===== src/rtl/prefetch_queue.sv =====
module prefetch_queue #(
  parameter int AW = 32,
  parameter int DEPTH = 3,
  parameter logic [AW-1:0] RESET_PC = '0
) (
  input  logic          clk,
  input  logic          rst_n,
  input  logic          redirect_valid,
  input  logic [AW-1:0] redirect_addr,
  input  logic          dec_req,
  output logic          dec_valid,
  output logic [15:0]   dec_instr,
  output logic [AW-1:0] dec_pc,
  input  logic          dat_req,
  input  logic          dat_we,
  input  logic [AW-1:0] dat_addr,
  input  logic [31:0]   dat_wdata,
  output logic [31:0]   dat_rdata,
  output logic          dat_done,
  output logic          bus_req,
  output logic          bus_we,
  output logic [AW-1:0] bus_addr,
  output logic [31:0]   bus_wdata,
  input  logic [31:0]   bus_rdata,
  input  logic          bus_ready
);
  localparam int PW = (DEPTH > 1) ? $clog2(DEPTH) : 1;
  localparam int CW = $clog2(DEPTH + 1);

  logic [31:0]   slot [DEPTH];
  logic [PW-1:0] rd_ptr, wr_ptr;
  logic [CW-1:0] count;
  logic [AW-1:0] fetch_pc;
  logic          busy, own_data, tx_cur;
  logic [AW-1:0] tx_addr;
  logic          tx_we;
  logic [31:0]   tx_wdata;

  function automatic logic [PW-1:0] bump(input logic [PW-1:0] p);
    return (p == PW'(DEPTH - 1)) ? '0 : p + 1'b1;
  endfunction

  wire           free_bus   = !busy || bus_ready;
  wire           fetch_ret  = busy && bus_ready && !own_data;
  wire           fill       = fetch_ret && tx_cur && !redirect_valid;
  wire           inflight   = busy && !own_data && tx_cur;
  wire [CW:0]    occ        = {1'b0, count} + {{CW{1'b0}}, inflight};
  wire           take       = dec_req && dec_valid && !redirect_valid;
  wire           pop        = take && dec_pc[1];
  wire           start_data = free_bus && dat_req && !dat_done;
  wire           start_fetch = free_bus && !start_data && !redirect_valid &&
                               (occ < (CW+1)'(DEPTH));

  assign dec_valid = (count != '0);
  assign dec_instr = dec_pc[1] ? slot[rd_ptr][31:16] : slot[rd_ptr][15:0];
  assign dat_done  = busy && own_data && bus_ready;
  assign dat_rdata = bus_rdata;
  assign bus_req   = busy;
  assign bus_we    = busy && own_data && tx_we;
  assign bus_addr  = tx_addr;
  assign bus_wdata = tx_wdata;

  always_ff @(posedge clk or negedge rst_n) begin
    if (!rst_n) begin
      busy     <= 1'b0;
      own_data <= 1'b0;
      tx_cur   <= 1'b0;
      tx_addr  <= '0;
      tx_we    <= 1'b0;
      tx_wdata <= '0;
      fetch_pc <= {RESET_PC[AW-1:2], 2'b00};
    end else begin
      if (free_bus) busy <= start_data || start_fetch;
      if (redirect_valid) begin
        tx_cur   <= 1'b0;
        fetch_pc <= {redirect_addr[AW-1:2], 2'b00};
      end
      if (start_data) begin
        own_data <= 1'b1;
        tx_addr  <= dat_addr;
        tx_we    <= dat_we;
        tx_wdata <= dat_wdata;
      end else if (start_fetch) begin
        own_data <= 1'b0;
        tx_cur   <= 1'b1;
        tx_addr  <= fetch_pc;
        tx_we    <= 1'b0;
        fetch_pc <= fetch_pc + AW'(4);
      end
    end
  end

  always_ff @(posedge clk or negedge rst_n) begin
    if (!rst_n) begin
      rd_ptr <= '0;
      wr_ptr <= '0;
      count  <= '0;
      dec_pc <= RESET_PC;
    end else if (redirect_valid) begin
      rd_ptr <= '0;
      wr_ptr <= '0;
      count  <= '0;
      dec_pc <= redirect_addr;
    end else begin
      if (fill) wr_ptr <= bump(wr_ptr);
      if (pop) rd_ptr <= bump(rd_ptr);
      if (take) dec_pc <= dec_pc + AW'(2);
      count <= count + CW'(fill) - CW'(pop);
    end
  end

  always_ff @(posedge clk) begin
    if (fill) slot[wr_ptr] <= bus_rdata;
  end


  occ_limit_chk: assert property (@(posedge clk) disable iff (!rst_n)
    occ <= (CW+1)'(DEPTH));


  bus_hold_chk: assert property (@(posedge clk) disable iff (!rst_n)
    (bus_req && !bus_ready) |=> (bus_req && $stable(bus_addr) && $stable(bus_we)));


  flush_chk: assert property (@(posedge clk) disable iff (!rst_n)
    redirect_valid |=> (!dec_valid && dec_pc == $past(redirect_addr)));


  data_first_chk: assert property (@(posedge clk) disable iff (!rst_n)
    ((!bus_req || bus_ready) && dat_req && !dat_done) |=>
      (bus_req && bus_addr == $past(dat_addr)));


  stall_chk: assert property (@(posedge clk) disable iff (!rst_n)
    (dec_req && !dec_valid && !redirect_valid) |=> $stable(dec_pc));
endmodule


===== config.mk =====
export PLATFORM = sky130hd
export DESIGN_NAME = prefetch_queue
export DESIGN_NICKNAME = d
export VERILOG_FILES = /design/src/rtl/prefetch_queue.sv
export SDC_FILE = /design/constraint.sdc
export NUM_CORES = 1
export LEC_CHECK = 0
export ABC_AREA = 1
export BUFFER_PORTS_ARGS = -buffer_cell sky130_fd_sc_hd__buf_2
export CORE_ASPECT_RATIO = 2
export CORE_MARGIN = 1
export CORE_UTILIZATION = 50
export CTS_BUF_LIST = sky130_fd_sc_hd__clkbuf_8
export CTS_CLUSTER_SIZE = 40
export DETAILED_ROUTE_END_ITERATION = 6
export PLACE_DENSITY = 0.77
export SLEW_MARGIN = 20
export SYNTH_ARGS = -nofsm -noshare
export SYNTH_HDL_FRONTEND = slang
export SYNTH_SLANG_ARGS = --single-unit

===== constraint.sdc =====
create_clock -name clk -period 8.13 [get_ports clk]
set_input_delay 0.4065 -clock clk [delete_from_list [all_inputs] [get_ports clk]]
set_output_delay 0.4065 -clock clk [all_outputs]
set_load 0.01 [all_outputs]

==> impl_metrics.py <==
metrics = {
    "finish": {
        "fillers": 1972,
        "multi_input_area_mm2": 0.00421,
        "syn2layout_area_growth_pct": 18.3,
        "final_cell_area_mm2": 0.0135,
        "regArea_mm2": 0.00634,
        "nets": 1728,
        "num_antenna_cells": 0,
        "fin_cells": 1887,
        "drive_gt1_share_pct": 22.7,
    },
    "pwr": {
        "swShare_pct": 34.3,
        "ir_worst_vdd_v": 0.000179,
        "comb_power_share_pct": 25.8,
        "pwr-share-clk_pct": 27.8,
        "switching_power_mw": 1.22,
        "p_per_area_mw_per_mm2": 263,
        "p_int_mw": 2.32,
        "p_leak_nw": 6.48,
        "seq_power_share_pct": 46.3,
    },
    "clocking": {
        "htree_levels": 2,
        "cts-root-buf": "clkbuf_8",
        "numCtsBuffers": 35,
        "post_cts_resized": 0,
        "ctsLongestPathBuffers": 3,
        "cts.sinks": 234,
        "clkSlewWorstSetupHoldPaths_ns": 0.08,
        "cts_tree": "built",
        "insertion_delay_ns": 0.55,
    },
    "drt": {
        "ant_nets": 0,
        "wl_per_cell_um": 16.9,
        "routed_wl_um": 31900,
        "drt_iter0_drc": 644,
        "vias": 9954,
        "route.detailed.drc": 0,
        "first_pass_iters": 5,
        "vias_per_cell": 5.28,
    },
    "sta": {
        "period_share_pct": 38.0,
        "tns_ns": 0,
        "clock_skew_ns": 0.0330,
        "hold_ws_ns": 0.0456,
        "rsz0062_at_grt": "false",
        "finalCriticalPeriod_ns": 3.09,
        "hold_viol_final": 0,
        "relSlewSlack_pct": 32.8,
        "setup_viol": 0,
        "slew_violations": 0,
        "tightest_slew_ns": 1.01,
        "timing.final.ws_setup_ns": 5.04,
        "fmax_mhz": 324,
    },
    "logic_synthesis": {
        "yosys-top-cells-area": "dfrtp_1 (30%), edfxtp_1 (25%), nand2_1 (18%)",
        "synth-edff-count": 96,
        "ys_warn_count": 0,
        "synth_top_area_cell": "dfrtp_1",
        "syn_area_mm2": 0.0114,
        "seq_area_frac_synth_pct": 55.7,
        "avgSynthCellArea_um2": 8.48,
        "yosysMostFrequentCell": "nand2_1",
        "synthArstFlopShare_pct": 59.0,
        "syn_inst": 1341,
        "synth_top_area_share_pct": 30.4,
        "synth_cell_type_count": 41,
        "synth_seq_cells": 234,
        "synth_top_cells_by_count": "nand2_1 (532), dfrtp_1 (138), nor2_1 (100)",
        "ys.flop_type": "dfrtp_1",
        "syn_nets": 1482,
    },
    "grt": {
        "grt_util_met3_pct": 4.46,
        "gr-usage-met2_pct": 49.7,
        "gr-total-overflow": 0,
        "grtUsageMet1_pct": 29.4,
        "grt_pass1_wl_um": 48900,
        "track_usage_pct": 27.3,
        "antenna_found_initial": 0,
        "grt_pass1_vias": 9521,
        "grt.busiest_layer": "met2",
        "grt_max_degree": 86,
    },
    "floorplan": {
        "die_h_um": 215,
        "num_io_pins": 283,
        "die_w_um": 109,
        "core_area_mm2": 0.0223,
        "num_rows": 77,
        "initial_core_util_pct": 51.1,
        "die_area_mm2": 0.0234,
    },
    "critical_path": {
        "reg2reg_depth": 6,
        "worstSetupPathType": "flop to flop",
        "crit_fanout": 67,
        "worst_ep_arrival_time_ns": 3.53,
        "start_kind": "flop",
        "crit_chain": "nand2_2, nand3_4, clkinv_2, nor2_4, nand2_1, o211ai_1",
        "r2r-start": "bus_req$_DFFE_PN0N_",
        "critical_path.startpoint": "bus_req$_DFFE_PN0N_",
        "regToRegEndpoint": "bus_addr[23]$_DFFE_PN0P_",
        "worstSetupEndpointType": "flop",
        "cp_slowest_cell": "nor2_4",
        "crit_required_ns": 8.57,
        "crit_end": "bus_addr[23]$_DFFE_PN0P_",
        "rrSetupSlack_ns": 5.04,
        "max_stage_delay_ns": 0.98,
    },
    "min_path": {
        "hold_start": "dat_wdata[13]",
        "hold_class": "input pin to flop",
    },
    "place": {
        "place_congestion": 0.903,
        "dp_slack_ns": 4.59,
        "dp.cells": 1825,
        "portBuffers": 282,
        "post-dp-hpwl_um": 23300,
        "dpl_cell_area_mm2": 0.0127,
    },
    "run_status": {
        "status": "finished clean",
    },
    "job": {
        "drv_cap": 0,
    },
}
[layout make-up]
| class | count | share of cell area, % |
|---|---|---|
| multi-input cells | 927 | 31.3 |
| clock buffers | 40 | 4.09 |
| clock inverters | 21 | 1.19 |
| inverters | 100 | 2.80 |
| well taps | 276 | 2.57 |
| flip-flops and latches | 234 | 47.1 |
| repair buffers | 289 | 11.0 |
[kinds of logic (layout without fill, tap and decap cells)]
logic type / count (synthesis) / count (layout) / share of synthesized area [%]
AOI/OAI and AO/OA: 140 / 140 / 7.48
xor gates and xnor gates: 21 / 21 / 1.62
adders and majority gates: 6 / 6 / 0.660
buffers and inverters: 180 / 450 / 7.52
DFF: 234 / 234 / 55.7
and+or+nand+nor: 760 / 760 / 27.0
[how the worst min path moves through the flow]
stage	endpoint	slack, ns	cells past startpoint
2_1_floorplan	bus_addr[0]$_DFFE_PN0P_	0.11	0
3_3_place_gp	dec_pc[31]$_DFFE_PN0N_	0.39	1
3_5_place_dp	bus_addr[29]$_DFFE_PN0P_	0.41	1
4_1_cts	bus_wdata[13]$_DFFE_PN0P_	0.02	3
5_1_grt	slot[1][7]$_DFFE_PP_	0.05	1
6_report	bus_wdata[13]$_DFFE_PN0P_	0.05	3
[cells in the final DEF, fill, tap and decap left out, drive strengths merged]
cell type / netlist / final
nand3: 95 / 95
clkinvlp: 0 / 3
o31ai: 1 / 1
a2bb2oi: 1 / 1
inv: 99 / 107
o22ai: 2 / 2
nor2: 108 / 108
o311ai: 1 / 1
a21boi: 1 / 1
o21ai: 41 / 41
xor2: 17 / 17
edfxtp: 96 / 96
buf: 59 / 288
ha: 6 / 6
o21bai: 5 / 5
a21oi: 45 / 45
a21o: 2 / 2
nor3b: 1 / 1
xnor2: 4 / 4
o21a: 4 / 4
o211ai: 23 / 23
a22o: 1 / 1
nor3: 8 / 8
clkinv: 1 / 9
clkbuf: 21 / 40
nand3b: 2 / 2
dfrtp: 138 / 138
a22oi: 5 / 5
nand4: 9 / 9
a31oi: 8 / 8
bufinv: 0 / 2
nand2: 537 / 537
dlygate4sd3: 0 / 1
[worst max-delay path, delay by kind of cell (launching register included)]
family,cells,cell delay (ns)
AND/OR/NAND/NOR,4,1.54
AO/OA/AOI/OAI,1,0.13
buffers and inverters,1,0.83
flip-flops,1,0.44
[repair_timing]
action	4_1_cts	5_1_grt
endpoints found under the hold margin	53	0
hold buffers	1	0
buffers inserted	0	0
endpoints found under the setup margin	0	0
[layer usage]
layer / up-vias / share of wire, % / routed length (um)
li1: 4805 / - / -
met3: 91 / 5.5 / 1750
met1: 4692 / 35 / 11100
met5: - / 0 / 0
met4: 0 / 5.0 / 1600
met2: 366 / 55 / 17500
[power by group through the flow]
stage                     clock, mW  sequential [mW]  combinational [mW]
after floorplan                   0             1.71               0.479
after global placement            0             1.65               0.896
after detailed placement          0             1.66               0.921
after CTS                      1.01             1.64               0.925
after global routing           1.05             1.67                1.02
final                         0.986             1.64               0.914
[metrics by stage]
stage          utilization, %  total power [mW]
2_1_floorplan               -              2.19
3_5_place_dp             57.2              2.58
6_report                 60.5              3.54
4_1_cts                  60.4              3.57
5_1_grt                  60.5              3.74
3_3_place_gp             57.2              2.55
[state kept, by name, summed over array words and instances (netlist names)]
signal     flops
fetch_pc      32
own_data       1
tx_cur         1
slot          96
bus_addr      32
count          2
wr_ptr         2
bus_req        1
rd_ptr         2
bus_wdata     32
tx_we          1
dec_pc        32
(Power assumes the default switching activity.)
